File: config.mk
export PLATFORM = sky130hd
export DESIGN_NAME = vco_sweep_ctrl
export DESIGN_NICKNAME = d
export VERILOG_FILES = /design/src/rtl/sweep_pkg.sv /design/src/rtl/sweep_trs_monitor.sv /design/src/rtl/sweep_ramp.sv /design/src/rtl/sweep_modulus.sv /design/src/rtl/vco_sweep_ctrl.sv
export SDC_FILE = /design/constraint.sdc
export NUM_CORES = 1
export LEC_CHECK = 0
export CAP_MARGIN = 15
export CORE_ASPECT_RATIO = 0.9
export CORE_MARGIN = 3
export CORE_UTILIZATION = 49
export DETAILED_ROUTE_END_ITERATION = 12
export HOLD_SLACK_MARGIN = 0.1
export PLACE_DENSITY_LB_ADDON = 0.08
export SYNTH_ARGS = -nofsm -noshare
export SYNTH_HDL_FRONTEND = slang
export SYNTH_SLANG_ARGS = --single-unit
File: constraint.sdc
create_clock -name clk -period 1.8 [get_ports clk]
set_input_delay 0.36 -clock clk [delete_from_list [all_inputs] [get_ports clk]]
set_output_delay 0.36 -clock clk [all_outputs]
set_load 0.02 [all_outputs]
File: src/rtl/sweep_pkg.sv
// Package: shared types for the acquisition sweep controller.
// Assumes nothing beyond IEEE 1800-2017 enums.
package sweep_pkg;

    // Operating mode chosen each clock from carrier and reference activity.
    typedef enum logic [1:0] {
        MODE_HOLD   = 2'd0,   // no carrier: code frozen for quick relock
        MODE_SWEEP  = 2'd1,   // carrier, no reference activity: ramp runs
        MODE_FROZEN = 2'd2    // reference activity present: lock kept
    } sweep_mode_e;

endpackage

File: src/rtl/sweep_trs_monitor.sv
// Module: sweep_trs_monitor
// Watches a level that flips on each decoded reference word.
// busy_o is high while a flip has been seen within the last TIMEOUT
// clocks. clear_i empties the window at once.
// Assumes toggle_i is already in the clk domain. Its reset image is 0.
module sweep_trs_monitor #(
    parameter int TIMEOUT = 100000
) (
    input  logic clk,
    input  logic rst_n,
    input  logic toggle_i,
    input  logic clear_i,
    output logic busy_o
);
    localparam int             TW    = $clog2(TIMEOUT + 1);
    localparam logic [TW-1:0]  TLOAD = TW'(TIMEOUT);

    logic          toggle_q;
    logic [TW-1:0] window_q;
    logic          flip;

    // Detect any change of level against the previous clock.
    assign flip = toggle_i ^ toggle_q;

    // Track the previous level of the toggle input.
    always_ff @(posedge clk) begin
        if (!rst_n) toggle_q <= 1'b0;
        else        toggle_q <= toggle_i;
    end

    // Reload the window on a flip and count it down otherwise.
    always_ff @(posedge clk) begin
        if (!rst_n)                 window_q <= '0;
        else if (clear_i)           window_q <= '0;
        else if (flip)              window_q <= TLOAD;
        else if (window_q != '0)    window_q <= window_q - 1'b1;
    end

    assign busy_o = (window_q != '0);
endmodule

File: src/rtl/sweep_ramp.sv
// Module: sweep_ramp
// Down-counting sawtooth between CODE_MAX and CODE_MIN in steps of STEP.
// A step that would go below CODE_MIN reloads CODE_MAX and raises wrap_o.
// Assumes CODE_MIN + STEP <= CODE_MAX < 2**CODE_W. step_i and restart_i
// are never high together.
module sweep_ramp #(
    parameter int CODE_W   = 12,
    parameter int CODE_MAX = 4000,
    parameter int CODE_MIN = 64,
    parameter int STEP     = 4
) (
    input  logic              clk,
    input  logic              rst_n,
    input  logic              step_i,
    input  logic              restart_i,
    output logic [CODE_W-1:0] code_o,
    output logic              wrap_o
);
    localparam logic [CODE_W-1:0] CEIL  = CODE_W'(CODE_MAX);
    localparam logic [CODE_W-1:0] LIMIT = CODE_W'(CODE_MIN + STEP);
    localparam logic [CODE_W-1:0] DELTA = CODE_W'(STEP);

    logic [CODE_W-1:0] code_q;

    // A wrap happens on a step taken from below the last legal step point.
    assign wrap_o = step_i && (code_q < LIMIT);

    // Hold, step down, wrap to the ceiling or restart.
    always_ff @(posedge clk) begin
        if (!rst_n)         code_q <= CEIL;
        else if (restart_i) code_q <= CEIL;
        else if (wrap_o)    code_q <= CEIL;
        else if (step_i)    code_q <= code_q - DELTA;
    end

    assign code_o = code_q;
endmodule

File: src/rtl/sweep_modulus.sv
// Module: sweep_modulus
// Modulus bit that flips on every second wrap of the ramp, so it runs at a
// quarter of the sweep rate. An override forces the bit. A forced value
// that differs from the current bit raises restart_o and clears the wrap parity.
// Assumes wrap_i is a single-clock pulse.
module sweep_modulus (
    input  logic clk,
    input  logic rst_n,
    input  logic wrap_i,
    input  logic force_en_i,
    input  logic force_val_i,
    output logic mod_o,
    output logic restart_o
);
    logic mod_q;
    logic parity_q;

    // Flag a forced value that disagrees with the present bit.
    assign restart_o = force_en_i && (force_val_i != mod_q);

    // Update the bit from the override or from every second wrap.
    always_ff @(posedge clk) begin
        if (!rst_n) begin
            mod_q    <= 1'b0;
            parity_q <= 1'b0;
        end else if (force_en_i) begin
            mod_q <= force_val_i;
            if (restart_o) parity_q <= 1'b0;
        end else if (wrap_i) begin
            parity_q <= ~parity_q;
            if (parity_q) mod_q <= ~mod_q;
        end
    end

    assign mod_o = mod_q;
endmodule

File: src/rtl/vco_sweep_ctrl.sv
// Module: vco_sweep_ctrl (top)
// Acquisition sweep controller. It ramps a tuning code while carrier is
// present and no reference activity is seen, freezes the code on activity,
// holds it on carrier loss, and derives a modulus bit from the ramp wraps.
// Assumes all inputs are synchronous to clk.
module vco_sweep_ctrl #(
    parameter int CODE_W      = 12,
    parameter int CODE_MAX    = 4000,
    parameter int CODE_MIN    = 64,
    parameter int STEP        = 4,
    parameter int TRS_TIMEOUT = 100000
) (
    input  logic              clk,
    input  logic              rst_n,
    input  logic              carrier_i,
    input  logic              trs_toggle_i,
    input  logic              sweep_tick_i,
    input  logic              force_en_i,
    input  logic              force_val_i,
    output logic [CODE_W-1:0] code_o,
    output logic              modulus_o
);
    import sweep_pkg::*;

    sweep_mode_e mode;
    logic        trs_busy;
    logic        restart;
    logic        step;
    logic        wrap;

    // Choose the operating mode from carrier and reference activity.
    always_comb begin
        if (!carrier_i)    mode = MODE_HOLD;
        else if (trs_busy) mode = MODE_FROZEN;
        else               mode = MODE_SWEEP;
    end

    // Step only when sweeping, ticked, and not restarting.
    assign step = (mode == MODE_SWEEP) && sweep_tick_i && !restart;

    sweep_trs_monitor #(
        .TIMEOUT (TRS_TIMEOUT)
    ) u_trs (
        .clk      (clk),
        .rst_n    (rst_n),
        .toggle_i (trs_toggle_i),
        .clear_i  (restart),
        .busy_o   (trs_busy)
    );

    sweep_ramp #(
        .CODE_W   (CODE_W),
        .CODE_MAX (CODE_MAX),
        .CODE_MIN (CODE_MIN),
        .STEP     (STEP)
    ) u_ramp (
        .clk       (clk),
        .rst_n     (rst_n),
        .step_i    (step),
        .restart_i (restart),
        .code_o    (code_o),
        .wrap_o    (wrap)
    );

    sweep_modulus u_mod (
        .clk         (clk),
        .rst_n       (rst_n),
        .wrap_i      (wrap),
        .force_en_i  (force_en_i),
        .force_val_i (force_val_i),
        .mod_o       (modulus_o),
        .restart_o   (restart)
    );
endmodule

==> impl_metrics.yaml <==
yosys:
  syn_area_um2: 1543
  yosys_warnings: 0
  synthArstFlopShare_pct: 0
  synth_cells: 177
  synthDistinctLibCells: 46
  synthFlopType: "dfxtp_1"
  yosysSeqAreaShare_pct: 38.93
  synth_edf_count: 0
  syn_avg_cell_area_um2: 8.716
  ys_seq_elements: 30
critical_path:
  cp_slowest_cell: "or4b_1"
  path_delay_family: "simple AND/OR/NAND/NOR gates"
  cp_num_buf_inv: 1
  crit_type: "reg -> reg"
  cp_slowest_stage_delay_ns: 0.52
  crit_path_cell_trace: "nor3_1 -> and3_4 -> buf_6 -> nand3_4 -> or4b_1 -> nand3_1"
  required_ns: 2.09
  arrival_ns: 2.26
  crit_path_start_kind: "flop"
  endpoint_kind: "flop"
  cp_max_fo: 5
sta:
  fin_ws_ns: -0.1719
  drv_slew: 0
  worst_hold_slack_ns: 0.5017
  fin_tns_setup_ns: -2.020
  rsz0062_at_grt: "yes"
  fmax_mhz: 507.1
  finClkSkew_ns: 0.01369
  hold_violations: 0
  post-route-period-util_pct: 109.6
  period_needed_ns: 1.972
  finalSetupViolCount: 24
die:
  io_pins: 20
  die_area_um2: 3859
  core_area_um2: 2883
  die_y_um: 59.23
  rows: 18
  dieWidth_um: 65.15
  floorplan.initialDensity_pct: 53.52
job:
  cap_viol_max_count: 0
final_layout:
  final_common_cell: "buf_4"
  final_cells: 300
  drive_gt1_share_pct: 48.46
  final_area_um2: 2561
  fill_cells: 133
  diodes: 0
  mostFrequentLayoutCells: "buf_4, dfxtp_1, nor2_1"
  area_delta_synth_final_pct: 66.02
  nets: 269
  final_core_util_pct: 88.85
pwr:
  leakage_nw: 1.035
  irDropWorstVdd_mv: 0.7619
  power_density_nw_per_um2: 909.9
  clkPwrFrac_pct: 17.1
  power_switching_share_pct: 37.74
  combPwrFrac_pct: 49.0
  seqPwrFrac_pct: 33.9
  power_switching_uw: 879.6
  internal-power_mw: 1.451
global_routing:
  grt_overflow: 0
  first_global_vias: 1745
  grt_pass1_wl_mm: 8.066
  grt_max_degree: 12
  antenna_found_initial: 0
  grt_use_total_pct: 27.72
cts:
  cts_hold_buf: 0
  cts_tree: "built"
  cts.clk_slew.worst_paths_ns: 0.10
  cts-buffers-inserted: 5
  cts_buffer_depth: 2
  cts_htree_levels: 2
  clock_sinks: 30
  clk_latency_ns: 0.35
  cts_root_buf: "clkbuf_4"
detailed_routing:
  firstDrtPassIters: 4
  vias: 1902
  first_iter_violations: 228
  drtAntennaViolNets: 0
  wirelength_mm: 6.094
  viasPerCell: 6.340
  wire_per_inst_um: 20.31
  drc_errors: 0
placement:
  place_area_um2: 2148
  routabilityCongestion: 0.9464
  dp_hpwl_mm: 3.304
  io_buffers: 17
  dp.cells: 278
status:
  violations: "setup timing"
  run_status: "finished, violations left"
min_path:
  hp-class: "reg -> reg"
==> synth_stat cells (2+ instances only) <==
library cell   n  area [µm²]
dfxtp_1       30       600.6
nor2_1        15       56.30
a21oi_1       11       55.05
nand2_1       11       41.29
nand3_1        9       45.04
or3_1          9       56.30
o21ai_0        8       40.04
inv_1          7       26.28
a31oi_1        6       37.54
o31ai_1        6       45.04
or4_1          6       45.04
xor2_1         6       52.55
and2_1         3       18.77
ha_1           3       37.54
nand4_1        3       18.77
nor3_1         3       15.01
o41ai_1        3       26.28
a211o_1        2       17.52
a211oi_1       2       15.01
and3_1         2       12.51
buf_2          2       10.01
buf_4          2       15.01
nand3b_1       2       15.01
o211ai_1       2       15.01
or2_2          2       12.51
xnor2_1        2       17.52
==> logic make-up (layout without fill, tap and decap cells) <==
| family | after synthesis | after routing | synth area share [%] |
|---|---|---|---|
| and+or+nand+nor | 80 | 80 | 32.03 |
| muxes | 1 | 1 | 0.6488 |
| AOI/OAI and AO/OA | 42 | 42 | 17.60 |
| DFF | 30 | 30 | 38.93 |
| buffers and inverters | 12 | 94 | 3.568 |
| other | 1 | 2 | 0.2431 |
| xor gates and xnor gates | 8 | 8 | 4.542 |
| adders and majority gates | 3 | 3 | 2.433 |
==> final cells by class <==
| cell class | instances | area [µm²] | area share, % |
|---|---|---|---|
| flip-flops and latches | 30 | 615.6 | 24.04 |
| clock buffers | 6 | 41.29 | 1.612 |
| multi-input cells | 136 | 1137 | 44.41 |
| inverters | 7 | 31.28 | 1.221 |
| repair buffers | 79 | 675.6 | 26.38 |
| well taps | 40 | 50.05 | 1.954 |
| clock inverters | 2 | 10.01 | 0.3908 |
==> power by group through the flow <==
stage                     clock, mW  combinational [mW]  sequential (mW)
after floorplan                   0               0.458            0.790
after global routing          0.429                1.21            0.797
after CTS                     0.396               0.906            0.772
after detailed placement          0               0.808            0.786
final                         0.399                1.14            0.790
after global placement            0               0.773            0.781
==> metrics by stage <==
stage | setup slack, ns | power (mW)
after floorplan | -0.1563 | 1.247
after global placement | -0.2097 | 1.554
after detailed placement | -0.2710 | 1.593
after CTS | -0.09612 | 2.074
after global routing | -0.3425 | 2.436
final | -0.1719 | 2.331
==> sequential cells by signal, summed over array words and instances, names as in the netlist <==
signal / count
u_mod.mod_o: 1
u_mod.parity_q: 1
u_ramp.code_o: 10
u_trs.toggle_q: 1
u_trs.window_q: 17
==> path summary, 6_finish.rpt <==
check                                                startpoint                             to  slack [ns]  cells past startpoint
worst min register to register      u_mod.parity_q$_SDFFE_PN0P_    u_mod.parity_q$_SDFFE_PN0P_        0.50                      2
worst min-delay path                u_mod.parity_q$_SDFFE_PN0P_    u_mod.parity_q$_SDFFE_PN0P_        0.50                      2
worst max register to register  u_trs.window_q[14]$_SDFFE_PP0P_  u_ramp.code_o[9]$_SDFFE_PP1P_       -0.17                      6
worst max-delay path            u_trs.window_q[14]$_SDFFE_PP0P_  u_ramp.code_o[9]$_SDFFE_PP1P_       -0.17                      6
==> per-layer routing <==
metal	up-vias	share of wire, %	GRT usage, %
met4	0	4.7	11.54
met2	126	48	47.08
li1	823	-	-
met5	-	0	0
met3	40	8.3	5.313
met1	913	39	34.79
==> timing repair <==
item / in CTS / in global routing
gates resized for setup: 19 / 43
setup endpoints to repair: 22 / 30
buffers inserted: 9 / 7
pin swaps: 13 / 22
cloned: 0 / 0
==> worst reg2reg max path, cell delays in order (launching register included) <==
cell and delay, ns:
dfxtp_1 0.33, nor3_1 0.43, and3_4 0.31, buf_6 0.13, nand3_4 0.10, or4b_1 0.52, nand3_1 0.10
No activity file was read; power rests on OpenSTA's default activity.
